===== config.mk =====
export PLATFORM = sky130hd
export DESIGN_NAME = dpram_wr_readback
export DESIGN_NICKNAME = d
export VERILOG_FILES = /design/src/rtl/dpram_pkg.sv /design/src/rtl/dpram_store.sv /design/src/rtl/dpram_port_reg.sv /design/src/rtl/dpram_wr_readback.sv
export SDC_FILE = /design/constraint.sdc
export NUM_CORES = 2
export LEC_CHECK = 0
export BUFFER_PORTS_ARGS = -buffer_cell sky130_fd_sc_hd__clkbuf_2
export CORE_MARGIN = 2
export CORE_UTILIZATION = 43
export DETAILED_ROUTE_END_ITERATION = 8
export SYNTH_ARGS = -nofsm -noshare
export SYNTH_HDL_FRONTEND = slang
export SYNTH_SLANG_ARGS = --single-unit

===== constraint.sdc =====
create_clock -name clk_i -period 3.7 [get_ports clk_i]
set_clock_uncertainty 0.15 [all_clocks]
set_input_delay 0.555 -clock clk_i [delete_from_list [all_inputs] [get_ports clk_i]]
set_output_delay 0.555 -clock clk_i [all_outputs]
set_load 0.05 [all_outputs]

===== src/rtl/dpram_pkg.sv =====
package dpram_pkg;
  localparam int unsigned AW_MIN = 2;
  localparam int unsigned AW_MAX = 29;

  // Collision policy for an output port register
  typedef enum logic {
    POL_READ_FIRST  = 1'b0,
    POL_WRITE_FIRST = 1'b1
  } port_pol_e;
endpackage


===== src/rtl/dpram_store.sv =====
module dpram_store #(
  parameter int unsigned AW = 8,
  parameter int unsigned DW = 16
) (
  input  logic          clk_i,
  input  logic          we_i,
  input  logic [AW-1:0] wa_i,
  input  logic [DW-1:0] wd_i,
  input  logic [AW-1:0] ra_i,
  output logic [DW-1:0] wa_word_o,
  output logic [DW-1:0] ra_word_o
);
  localparam int unsigned DEPTH = 1 << AW;

  logic [DW-1:0] mem_q [DEPTH];

  // No reset: keeps the array inferable as block memory
  always_ff @(posedge clk_i) begin
    if (we_i) mem_q[wa_i] <= wd_i;
  end

  // Pre-write contents; the port registers pick the collision policy
  assign wa_word_o = mem_q[wa_i];
  assign ra_word_o = mem_q[ra_i];
endmodule


===== src/rtl/dpram_port_reg.sv =====
module dpram_port_reg
  import dpram_pkg::*;
#(
  parameter int unsigned DW     = 16,
  parameter port_pol_e   POLICY = POL_READ_FIRST
) (
  input  logic          clk_i,
  input  logic          hit_i,
  input  logic [DW-1:0] new_i,
  input  logic [DW-1:0] old_i,
  output logic [DW-1:0] data_o
);
  logic [DW-1:0] next_d;

  generate
    if (POLICY == POL_WRITE_FIRST) begin : g_wf
      assign next_d = hit_i ? new_i : old_i;
    end else begin : g_rf
      logic unused_w;
      assign unused_w = hit_i ^ (^new_i);
      assign next_d   = old_i;
    end
  endgenerate

  always_ff @(posedge clk_i) begin
    data_o <= next_d;
  end
endmodule


===== src/rtl/dpram_wr_readback.sv =====
module dpram_wr_readback
  import dpram_pkg::*;
#(
  parameter int unsigned AW = 8,
  parameter int unsigned DW = 16
) (
  input  logic          clk_i,
  input  logic          wr_en_i,
  input  logic [AW-1:0] wr_addr_i,
  input  logic [DW-1:0] wr_data_i,
  output logic [DW-1:0] wr_data_o,
  input  logic [AW-1:0] rd_addr_i,
  output logic [DW-1:0] rd_data_o
);
  generate
    if (AW < AW_MIN || AW > AW_MAX) begin : g_bad_aw
      $error("dpram_wr_readback: AW out of range");
    end
  endgenerate

  logic [DW-1:0] wa_word;
  logic [DW-1:0] ra_word;
  logic          rd_hit;

  assign rd_hit = wr_en_i && (rd_addr_i == wr_addr_i);

  dpram_store #(.AW(AW), .DW(DW)) u_store (
    .clk_i     (clk_i),
    .we_i      (wr_en_i),
    .wa_i      (wr_addr_i),
    .wd_i      (wr_data_i),
    .ra_i      (rd_addr_i),
    .wa_word_o (wa_word),
    .ra_word_o (ra_word)
  );

  dpram_port_reg #(.DW(DW), .POLICY(POL_WRITE_FIRST)) u_wr_port (
    .clk_i  (clk_i),
    .hit_i  (wr_en_i),
    .new_i  (wr_data_i),
    .old_i  (wa_word),
    .data_o (wr_data_o)
  );

  dpram_port_reg #(.DW(DW), .POLICY(POL_READ_FIRST)) u_rd_port (
    .clk_i  (clk_i),
    .hit_i  (rd_hit),
    .new_i  (wr_data_i),
    .old_i  (ra_word),
    .data_o (rd_data_o)
  );
endmodule


## Word level (Yosys, flattened, before mapping)

Memories as Yosys holds them, arrays and structs flattened. A register that Yosys moved wholly into a read port is not among the register bits.
Index checks and enable logic that the tools add are counted.

| storage, ports and cells | value |
|---|---|
| register bits | 0 |
| memory bits (writable) | 4096 |
| input bits | 34 |
| output and inout port bits | 32 |
| memories | 1 |

| operators by class | value |
|---|---|
| muxes and demuxes | 2 |

Memory list:

| memory | words | width | rd ports | clocked after memory_dff | wr ports | RTL line | text |
|---|---|---|---|---|---|---|---|
| u_store.mem_q | 256 | 16 | 2 | 2 | 1 | dpram_store.sv:15 | `logic [DW-1:0] mem_q [DEPTH];` |

Operators by type and width:

| cell | count |
|---|---|
| 1-bit two-way mux | 2 |

## Logic depth before layout (Yosys ltp)

| logic depth | value |
|---|---|
| depth after elaboration | 2 |
| mapped depth | 13 |

## Hierarchy

A second synthesis with hierarchy kept.

| second synthesis, totals | value |
|---|---|
| cells, all modules | 9588 |
| area total of the unflattened synthesis | 191837.7 sq um |

By module, submodules not included:

| module | instances | cells each | area each (sq um) | seq. area each (sq um) |
|---|---|---|---|---|
| dpram_store | 1 | 9526 | 190853.0 | 122998.0 |
| dpram_port_reg at u_wr_port | 1 | 34 | 569.3 | 320.3 |
| dpram_port_reg at u_rd_port | 1 | 16 | 320.3 | 320.3 |
| dpram_wr_readback | 1 | 12 | 95.1 | 0.0 |

## Worst setup path after synthesis

No wires, ideal clock.

| timing path | value |
|---|---|
| kind | reg-to-output |
| start | register (tool-made name) |
| end | output wr_data_o[11] |
| data arrival time | 3579 ps |
| required time | 2995 ps |
| path slack | -584 ps |
| stages on the path, launching flop included | 12 |
| path buffers | 5 |
| cells stage by stage | dfxtp_1 buf_6 buf_8 buf_6 buf_6 buf_6 mux2i_1 o221ai_1 a21oi_1 o311ai_0 o31ai_1 nor4b_1 |

RTL lines:

| item | RTL line | text |
|---|---|---|
| end: declaration | dpram_wr_readback.sv:11 | `output logic [DW-1:0] wr_data_o,` |

==> impl_metrics.json <==
{
  "irDropWorstVdd_v": 0.000630,
  "syn_area_um2": 192000,
  "vias": 123000,
  "holdCritStartpoint": "wr_data_i[1]",
  "violations": "negative setup slack",
  "synth_mux_area_frac": 0.251,
  "postPlaceCellArea_um2": 213000,
  "num_io_pins": 66,
  "clk_latency_ps": 1050,
  "track_usage": 0.316,
  "port_buffers": 65,
  "grt_overflow": 0,
  "rsz0062_at_grt": "yes",
  "rows": 245,
  "routedWlPerCell_um": 40.1,
  "yosys-top-cells-area": "edfxtp_1, mux4_2, mux2i_1",
  "layout_min_cycle_time_ps": 5640,
  "status": "complete, but fails checks",
  "cts_made_buffers": 433,
  "synthSimpleGateAreaFrac": 0.0271,
  "critPathLaunchType": "register",
  "final_cells": 18100,
  "grt_max_degree": 122,
  "synth_fa_ha_area_frac": 0,
  "dp_worst_setup_slack_ps": -1840,
  "syn_inst": 10200,
  "final.setup.worst_slack_ps": -1940,
  "start_util": 0.431,
  "crit_required_ps": 2990,
  "coreArea_um2": 445000,
  "synth_compound_area_frac": 0.0535,
  "nNetsFinal": 11800,
  "yosysMostFrequentCell": "edfxtp_1",
  "max-slew-margin-rel": 0.132,
  "synth_top_family_by_area": "multiplexers",
  "clock-sinks": 4120,
  "cp-end-kind": "output port",
  "synthXorXnorAreaFrac": 0,
  "first_pass_iters": 7,
  "routed_via_density": 6.80,
  "r2r_start": "u_store.mem_q[222][15]$_DFFE_PP_",
  "critPathArrivalTime_ps": 4930,
  "synthFlopType": "edfxtp_1",
  "antenna_found_initial": 55,
  "gp_congestion": 0.978,
  "hp-class": "input port to register",
  "period_share": 1.52,
  "cts_tree": "yes",
  "setup_viol": 17,
  "synth_seq_cells": 4120,
  "die_area_um2": 452000,
  "hold_viol": 0,
  "syn_area_per_cell_um2": 18.8,
  "final_antenna_net_count": 0,
  "drc": 0,
  "final_max_slew_viol_count": 0,
  "drt_iter0_drc": 19100,
  "worstPathMaxFanout": 11,
  "yosysSeqAreaShare": 0.644,
  "dieWidth_um": 672,
  "tns_ps": -26500,
  "synthTopCellsByCount": "edfxtp_1, mux4_2, mux2i_1",
  "root_buffer": "clkbuf_16",
  "hpwl_um": 493000,
  "synth-warning-count": 0,
  "fin_area_um2": 230000,
  "die_y_um": 672,
  "yosysTopAreaCell": "edfxtp_1",
  "grt_pass1_vias": 121000,
  "tightest_slew_ps": 1290,
  "p_total_mw": 107,
  "p_per_area_nw_per_um2": 464,
  "synth.distinct_cells": 74,
  "drive_gt1_frac": 0.385,
  "maxCapViolCount": 0,
  "syn-num-nets": 10200,
  "clockBufferDepth": 4,
  "synth-edff-count": 4096,
  "cts.clk_slew.worst_paths_ps": 60,
  "cts_htree_levels": 5,
  "p_leak_nw": 76.6,
  "crit_type": "register to output port",
  "clock.fmax_mhz": 177,
  "drt-total-wl_um": 727000,
  "grt_pass1_wl_um": 990000,
  "synthArstFlopShare": 0,
  "synth_top_area_frac": 0.641,
  "placedCellCount": 17200,
  "areaGrowthSynthToFinish_pct": 20.0
}
-- what timing repair did --
item / CTS / global route
pin swaps: 31 / 39
cloned: 11 / 0
hold buffers: 24 / 0
hold endpoints to repair: 676 / 0
resized for setup: 227 / 87
setup buffers: 37 / 23
endpoints found under the setup margin: 19 / 17
-- cell usage in the layout (no fill, tap or decap), types with 19 or more instances in the layout --
cell,count
clkinv_2,102
clkbuf_2,28
dlygate4sd3_1,24
bufinv_16,45
clkinv_1,96
edfxtp_1,4096
o221ai_1,254
nand2_1,207
nor2_2,187
buf_16,23
a21oi_1,218
mux2i_1,972
o22ai_1,313
buf_6,51
clkbuf_1,77
buf_12,274
nand4_1,35
nor4_1,51
buf_4,1586
a22o_1,77
o211ai_1,31
a22oi_1,139
diode_2,24
o21ai_0,62
a211o_1,20
o221ai_2,43
nor3_1,231
a221oi_1,73
dfxtp_1,19
nor2_1,208
a211oi_1,36
nand3_1,55
mux4_2,1632
mux4_1,56
clkbuf_16,441
buf_8,25
-- sequential cells by signal (all words and copies together), names as in the netlist, named ones only --
signal and cells:
u_rd_port.data_o 16, u_store.mem_q 4096
-- report_power, final --
part | total (mW) | internal (mW) | switching [mW]
clock | 43.9 | 25.0 | 18.9
combinational | 11.2 | 4.50 | 6.73
sequential | 51.6 | 51.4 | 0.152
-- area by class of cell --
cell class,instances,area (µm²)
Fill cell,35300,215000
Sequential cell,4120,123000
Multi-Input combinational cell,5214,65600
Timing Repair Buffer,2019,19600
Clock buffer,522,11400
Tap cell,5928,7420
Clock inverter,282,2720
Inverter,9,61.3
Antenna cell,24,60.1
-- final timing paths --
check / to / slack, ps / depth (start not counted)
max: wr_data_o[6] / -1940 / 13
min: u_store.mem_q[51][1]$_DFFE_PP_ / 380 / 2
max reg2reg: u_rd_port.data_o[15]$_DFF_P_ / 90 / 12
min reg2reg: u_rd_port.data_o[6]$_DFF_P_ / 910 / 6
-- critical path, stage by stage, from the launching register on --
cell       delay [ps]
dfxtp_4           350
buf_12            150
nand2b_4          230
buf_6             160
buf_12            140
bufbuf_16         310
o221ai_1          410
o22ai_1           340
a22oi_1           270
buf_4             150
nand4_1           530
buf_6             380
nor3_4            230
buf_12            180
-- per-stage QoR --
step	util	hold WS, ps
finish	0.518	383
global placement	0.480	671
global route	0.518	380
floorplan	-	433
CTS	0.516	337
detailed placement	0.480	674
-- cells by family (layout without fill, tap and decap cells) --
group | count (synthesis) | in the layout
simple gates | 1120 | 1120
flops | 4120 | 4120
compound gates | 1419 | 1419
mux | 2675 | 2675
buf+inv | 851 | 2832
other cells | 0 | 24
-- routing by layer --
layer | GRT usage | routed length [µm]
met5 | 0 | 389
met4 | 0.178 | 49000
met3 | 0.0766 | 84600
met2 | 0.484 | 331000
met1 | 0.416 | 261000
(Power assumes the default switching activity.)
